<file path="src/rtl/edgecap_pkg.sv">
package edgecap_pkg;

  typedef enum logic [1:0] {
    CAP_OFF  = 2'b00,
    CAP_RISE = 2'b01,
    CAP_FALL = 2'b10,
    CAP_BOTH = 2'b11
  } cap_mode_e;

  function automatic logic edge_hit(input cap_mode_e md, input logic cur, input logic prv);
    logic rise;
    logic fall;
    rise = cur & ~prv;
    fall = ~cur & prv;
    case (md)
      CAP_RISE: edge_hit = rise;
      CAP_FALL: edge_hit = fall;
      CAP_BOTH: edge_hit = rise | fall;
      default:  edge_hit = 1'b0;
    endcase
  endfunction

endpackage

</file>
<file path="src/rtl/edgecap_rst_sync.sv">
module edgecap_rst_sync #(
  parameter int STAGES = 2
) (
  input  logic clk,
  input  logic rst_n,
  output logic rst_sn
);
  logic [STAGES-1:0] sync_q;
  logic [STAGES-1:0] sync_d;

  always_comb begin
    sync_d = {sync_q[STAGES-2:0], 1'b1};
  end

  always_ff @(posedge clk or negedge rst_n) begin
    if (!rst_n) sync_q <= '0;
    else        sync_q <= sync_d;
  end

  assign rst_sn = sync_q[STAGES-1];
endmodule

</file>
<file path="src/rtl/edgecap_sampler.sv">
module edgecap_sampler #(
  parameter int N = 8
) (
  input  logic         clk,
  input  logic         rst_n,
  input  logic [N-1:0] pin_i,
  output logic [N-1:0] cur_o,
  output logic [N-1:0] prev_o,
  output logic         valid_o
);
  logic [N-1:0] cur_q, cur_d;
  logic [N-1:0] prev_q, prev_d;
  logic         got1_q, got1_d;
  logic         got2_q, got2_d;

  // Next-state: shift the sample history; the valid pair only after two samples.
  always_comb begin
    cur_d  = pin_i;
    prev_d = cur_q;
    got1_d = 1'b1;
    got2_d = got1_q;
  end

  always_ff @(posedge clk or negedge rst_n) begin
    if (!rst_n) begin
      cur_q  <= '0;
      prev_q <= '0;
      got1_q <= 1'b0;
      got2_q <= 1'b0;
    end else begin
      cur_q  <= cur_d;
      prev_q <= prev_d;
      got1_q <= got1_d;
      got2_q <= got2_d;
    end
  end

  assign cur_o   = cur_q;
  assign prev_o  = prev_q;
  assign valid_o = got2_q;
endmodule

</file>
<file path="src/rtl/edgecap_flags.sv">
module edgecap_flags
  import edgecap_pkg::*;
#(
  parameter int N = 8
) (
  input  logic           clk,
  input  logic           rst_n,
  input  logic [N-1:0]   cur_i,
  input  logic [N-1:0]   prev_i,
  input  logic           valid_i,
  input  logic [2*N-1:0] mode_i,
  input  logic           rd_i,
  output logic [N-1:0]   flags_o
);
  for (genvar c = 0; c < N; c++) begin : g_chan
    cap_mode_e md;
    logic      hit;
    logic      flag_q, flag_d, flag_en;

    assign md  = cap_mode_e'(mode_i[2*c +: 2]);
    assign hit = valid_i & edge_hit(md, cur_i[c], prev_i[c]);

    // A read drops the flag unless an edge lands in the same cycle.
    always_comb begin
      flag_en = rd_i | hit;
      flag_d  = hit | (flag_q & ~rd_i);
    end

    always_ff @(posedge clk or negedge rst_n) begin
      if (!rst_n)       flag_q <= 1'b0;
      else if (flag_en) flag_q <= flag_d;
    end

    assign flags_o[c] = flag_q;
  end
endmodule

</file>
<file path="src/rtl/edgecap_match.sv">
module edgecap_match #(
  parameter int N = 8
) (
  input  logic [N-1:0] flags_i,
  input  logic [N-1:0] mask_i,
  input  logic         all_i,
  output logic         event_o
);
  logic [N-1:0] sel;
  logic         any_hit;
  logic         all_hit;

  always_comb begin
    sel     = flags_i & mask_i;
    any_hit = |sel;
    all_hit = (|mask_i) && (sel == mask_i);
    event_o = all_i ? all_hit : any_hit;
  end
endmodule

</file>
<file path="src/rtl/edgecap_bank.sv">
module edgecap_bank #(
  parameter int N = 8
) (
  input  logic           clk,
  input  logic           rst_n,
  input  logic [N-1:0]   pin_i,
  input  logic [2*N-1:0] mode_i,
  input  logic           rd_i,
  output logic [N-1:0]   flags_o,
  input  logic [N-1:0]   wait_mask_i,
  input  logic           wait_all_i,
  output logic           event_o
);
  logic         rst_sn;
  logic [N-1:0] cur;
  logic [N-1:0] prev;
  logic         valid;

  edgecap_rst_sync #(.STAGES(2)) u_rst (
    .clk    (clk),
    .rst_n  (rst_n),
    .rst_sn (rst_sn)
  );

  edgecap_sampler #(.N(N)) u_smp (
    .clk     (clk),
    .rst_n   (rst_sn),
    .pin_i   (pin_i),
    .cur_o   (cur),
    .prev_o  (prev),
    .valid_o (valid)
  );

  edgecap_flags #(.N(N)) u_flg (
    .clk     (clk),
    .rst_n   (rst_sn),
    .cur_i   (cur),
    .prev_i  (prev),
    .valid_i (valid),
    .mode_i  (mode_i),
    .rd_i    (rd_i),
    .flags_o (flags_o)
  );

  edgecap_match #(.N(N)) u_mt (
    .flags_i (flags_o),
    .mask_i  (wait_mask_i),
    .all_i   (wait_all_i),
    .event_o (event_o)
  );
endmodule

</file>
<file path="config.mk">
export PLATFORM = sky130hd
export DESIGN_NAME = edgecap_bank
export DESIGN_NICKNAME = d
export VERILOG_FILES = /design/src/rtl/edgecap_pkg.sv /design/src/rtl/edgecap_rst_sync.sv /design/src/rtl/edgecap_sampler.sv /design/src/rtl/edgecap_flags.sv /design/src/rtl/edgecap_match.sv /design/src/rtl/edgecap_bank.sv
export SDC_FILE = /design/constraint.sdc
export NUM_CORES = 1
export LEC_CHECK = 0
export ABC_AREA = 0
export BUFFER_PORTS_ARGS = -buffer_cell sky130_fd_sc_hd__buf_2
export CELL_PAD_IN_SITES_DETAIL_PLACEMENT = 1
export CELL_PAD_IN_SITES_GLOBAL_PLACEMENT = 1
export CORE_MARGIN = 1
export CORE_UTILIZATION = 41
export CTS_BUF_LIST = sky130_fd_sc_hd__clkbuf_16
export DETAILED_ROUTE_END_ITERATION = 6
export PLACE_DENSITY_LB_ADDON = 0.05
export SLEW_MARGIN = 20
export SYNTH_ARGS = -nofsm -noshare
export SYNTH_HDL_FRONTEND = slang
export SYNTH_SLANG_ARGS = --single-unit
</file>
<file path="constraint.sdc">
create_clock -name clk -period 2.6 [get_ports clk]
set_clock_uncertainty 0.2 [all_clocks]
set_input_delay 0.52 -clock clk [delete_from_list [all_inputs] [get_ports clk]]
set_output_delay 0.52 -clock clk [all_outputs]
set_load 0.05 [all_outputs]
</file>
-- Yosys cells after proc, flatten, opt, wreduce, memory -nomap -nowiden
Index checks and enable logic that the tools add are counted.
- register bits after elaboration: 28
- bits of input ports: 36
- logic and storage cells: 124
- output and inout port bits: 9
- reductions and logical operators: 3
- equality and inequality tests: 25
- muxes and demuxes: 9
- bitwise gates (word level): 74
- operators with widths (kind ; number):
    bitwise AND 1 bit ; 32
    equality test 2 bit, second input constant ; 16
    bitwise OR 1 bit ; 24
    case mux 1 bit (3 select lines) ; 8
    inverter 1 bit ; 17
    equality test 2 x 1 -> 1 bit, second input constant ; 8
    OR reduction 8 bit ; 2
    bitwise AND 8 bit ; 1
    equality test 8 bit ; 1
    logical AND 1 bit ; 1
    2-to-1 mux 1 bit ; 1

-- Depth between registers and ports, before layout
- depth after elaboration: 6
- gate-level depth with buffers: 6
- gate-level depth less buffers: 6

-- Hierarchy
A second synthesis with hierarchy kept.
- cells, all modules: 140
- area, all modules: 1574.0 um2
- by module, submodules not included (module ; cells each ; area each (um2) ; instances):
    edgecap_flags ; 99 ; 885.8 ; 1
    edgecap_sampler ; 19 ; 454.2 ; 1
    edgecap_match ; 19 ; 180.2 ; 1
    edgecap_rst_sync ; 3 ; 53.8 ; 1

-- Worst setup path after synthesis
Ideal clock, no wire load.
- kind: input-to-output
- start: input wait_mask_i[7]
- end: output event_o
- stages on the path: 4
- slack: 0.574 ns
- required time: 1.880 ns
- arrival time: 1.306 ns
- path through: inv_1 -> o22ai_1 -> a221oi_1 -> a41o_1
- longest elaborated chain between the ends: 4
- elaborated cells between the ends (all ways): 6
- those cells by class: 1 x eq/ne; 1 x mux; 1 x bitwise; 3 x reduce/logical
- RTL lines (what ; line ; text):
    start, declared ; edgecap_bank.sv:10 ; input logic [N-1:0] wait_mask_i,
    bitwise AND 8 bit ; edgecap_match.sv:14 ; sel = flags_i & mask_i;
    equality test 8 bit ; edgecap_match.sv:16 ; all_hit = (|mask_i) && (sel == mask_i);
    logical AND 1 bit ; edgecap_match.sv:16 ;
    2-to-1 mux 1 bit (*) ; edgecap_match.sv:17 ; event_o = all_i ? all_hit : any_hit;
    end, declared ; edgecap_bank.sv:12 ; output logic event_o
Every way passes the cells marked *; elsewhere a longest branch is shown, timed or not.

-- Worst setup path after layout
- start: register u_flg.g_chan[4].flag_q
- end: output event_o
- longest elaborated chain between the ends: 4
- elaborated cells between the ends (all ways): 5
- those cells by class: 1 x eq/ne; 1 x mux; 1 x bitwise; 2 x reduce/logical
- RTL lines (what ; line ; text):
    start, declared ; edgecap_flags.sv:18 ; logic flag_q, flag_d, flag_en;
    start signal, assigned ; edgecap_flags.sv:31 ; else if (flag_en) flag_q <= flag_d;
    bitwise AND 8 bit (*) ; edgecap_match.sv:14 ;
    equality test 8 bit ; edgecap_match.sv:16 ;
    logical AND 1 bit ; edgecap_match.sv:16 ;
    2-to-1 mux 1 bit (*) ; edgecap_match.sv:17 ;
Marked as above.

==> results_dict.tcl <==
set metrics [dict create \
    status "finished, final reports clean" \
    grtUsageMet3_pct 3.36 \
    drive_gt1_share_pct 28.3 \
    power_density_nw_per_um2 639 \
    fp.dieH_um 61.3 \
    cp_top_family "compound AO/OA/AOI/OAI gates" \
    grt_use_total_pct 18.5 \
    fin_nets 233 \
    slew_headroom_pct 62.8 \
    instances_no_fill 226 \
    endpoint_kind "primary output" \
    ys_top_cells_by_area "dfrtp_1 49%, ha_1 14%, inv_1 6.5%" \
    grt_pass1_vias 1218 \
    placedCellCount 221 \
    cts_tree "yes" \
    coreArea_um2 3360 \
    async_flop_share_pct 100 \
    slew_viol_final 0 \
    vias 1129 \
    clockBufferDepth 2 \
    rsz0062_at_grt "false" \
    routed_via_density 5.00 \
    start_kind "flip-flop" \
    synth_top_flop_cell "dfrtp_1" \
    worst-path-stages 4 \
    tightestPinTransition_ns 0.557 \
    clk_latency_ns 0.27 \
    r2r_cells 6 \
    dieArea_um2 3760 \
    diodes 0 \
    busiest_layer "met2" \
    syn-instance-count 139 \
    cp_data_required_time_ns 1.88 \
    drt_iter0_markers 18 \
    gr-total-overflow 0 \
    fin_setup_tns_ns 0 \
    period_needed_ns 2.25 \
    use_met1_pct 19.3 \
    clk_pin_slew_ns 0.07 \
    cts.sinks 28 \
    seqCellArea_um2 702 \
    hold_class "flip-flop to asynchronous set/reset pin" \
    yosysUniqueCellTypes 17 \
    avgSynthCellArea_um2 10.4 \
    path_buf_inv 1 \
    synthTopCellsByCount "28 x dfrtp_1, 25 x inv_1, 16 x ha_1" \
    antenna_found_initial 0 \
    pin_count 45 \
    grt_first_pass_wirelength_mm 4.89 \
    yosysWarnings 0 \
    drtAntennaViolNets 0 \
    wl_mm 3.08 \
    max_freq_ghz 0.445 \
    netlist.top_cell.by_area "dfrtp_1" \
    finalHoldViolCount 0 \
    numCtsBuffers 3 \
    fill_cells 420 \
    multi_input_comb_area_um2 589 \
    crit_path_top_delay_cell "dfrtp_1" \
    syn2layout_area_growth_pct 23.1 \
    drtPass1Iterations 4 \
    setup_violations 0 \
    finalCritPeriodShare_pct 86.4 \
    rows 21 \
    post_drt_wl_per_cell_um 13.6 \
    seq_area_frac_synth_pct 48.5 \
    synth-edff-count 0 \
    drv_cap 0 \
    ctsResizeCount 0 \
    dieWidth_um 61.3 \
    grt_max_degree 27 \
    yosysTopAreaCellShare_pct 48.5 \
    synth_seq_cells 28 \
    routabilityCongestion 0.673 \
    crit_arrival_ns 1.53 \
    htreeDepth 1 \
    p_leak_nw 0.940 \
    path_class "flip-flop to primary output" \
    port_buffers 44 \
    irDropWorstVdd_mv 0.303 \
    met2_usage_pct 35.7 \
    post-dp-hpwl_mm 2.37 \
    path_cells "o22ai_1 > a221oi_1 > a41o_1 > buf_2" \
    yosysMostFrequentCell "dfrtp_1" \
    syn_area_um2 1440 \
    root_buffer "clkbuf_16" \
    drc 0 \
    initial_core_util_pct 42.9 \
    crit_path_max_fanout 4 \
    cp_slowest_stage_delay_ns 0.43 \
]
-- metal layers --
| layer | share of wire [%] | vias to the layer above |
|---|---|---|
| met3 | 4.8 | 5 |
| li1 | - | 536 |
| met2 | 53 | 35 |
| met1 | 40 | 553 |
| met4 | 2.1 | 0 |
| met5 | 0 | - |
-- final timing paths --
kind	from	to	slack [ns]
worst max-delay path	u_flg.g_chan[4].flag_q$_DFFE_PN0P_	event_o	0.35
worst min-delay path	u_rst.sync_q[1]$_DFF_PN0_	u_smp.cur_o[7]$_DFF_PN0_	0.06
worst max register to register	u_smp.cur_o[4]$_DFF_PN0_	u_flg.g_chan[4].flag_q$_DFFE_PN0P_	1.06
worst min register to register	u_rst.sync_q[1]$_DFF_PN0_	u_smp.cur_o[7]$_DFF_PN0_	0.06
max in group asynchronous	rst_n	u_rst.sync_q[1]$_DFF_PN0_	1.74
min in group clk	pin_i[5]	u_smp.cur_o[5]$_DFF_PN0_	0.15
-- logic make-up (layout without fill, tap and decap cells) --
logic type | count (synthesis) | after routing | synth area share, %
buffers and inverters | 34 | 74 | 10.9
and+or+nand+nor | 26 | 26 | 10.4
adders and majority gates | 16 | 16 | 13.9
other | 1 | 2 | 0.260
AOI/OAI and AO/OA | 34 | 34 | 16.0
DFF | 28 | 28 | 48.5
-- cell type report --
class | count | area share [%]
Timing Repair Buffer | 45 | 12.9
Clock buffer | 3 | 4.22
Tap cell | 46 | 3.24
Inverter | 25 | 5.28
Sequential cell | 28 | 39.5
Multi-Input combinational cell | 78 | 33.1
Clock inverter | 1 | 1.69
-- metrics by stage --
stage	power (mW)	cell area (µm²)	hold slack, ns	setup slack, ns	utilization, %
3_5_place_dp	0.689	1660	0.107	0.401	49.4
4_1_cts	1.15	1780	0.150	0.341	52.8
5_1_grt	1.19	1780	0.127	0.254	52.9
3_3_place_gp	0.676	1660	0.104	0.456	49.4
2_1_floorplan	0.631	1450	0.0244	0.574	-
6_report	1.14	1780	0.0604	0.355	52.9
-- placed cells by master, fill, tap and decap left out, types with 2 or more instances in the layout --
cell,synthesis,routed
a221oi_1,2,2
a22o_1,8,8
a22oi_1,4,4
buf_2,0,44
clkbuf_16,0,3
conb_1,1,2
dfrtp_1,28,27
ha_1,16,16
inv_1,25,25
nand2_1,10,10
nor2b_1,14,14
nor4_2,2,2
o21ai_0,15,15
o22ai_1,2,2
-- sequential cells by signal (all words and copies together), names as in the netlist --
| signal | flops |
|---|---|
| u_flg.g_chan.flag_q | 8 |
| u_smp.cur_o | 8 |
| u_smp.prev_o | 8 |
| u_rst.sync_q | 2 |
| u_smp.got1_q | 1 |
| u_smp.valid_o | 1 |
-- report_power, final --
group          internal (mW)  total (mW)  switching, mW  leakage, nW
Combinational         0.0700       0.182          0.112        0.552
Clock                  0.307       0.455          0.148       0.0511
Sequential             0.464       0.499         0.0348        0.337
Total                  0.841        1.14          0.295        0.940
-- timing repair --
| item | 4_1_cts | 5_1_grt |
|---|---|---|
| hold endpoints to repair | 2 | 0 |
| hold buffers | 1 | 0 |
| setup buffers | 0 | 0 |
Note: power is estimated with default switching activity, not from simulation.
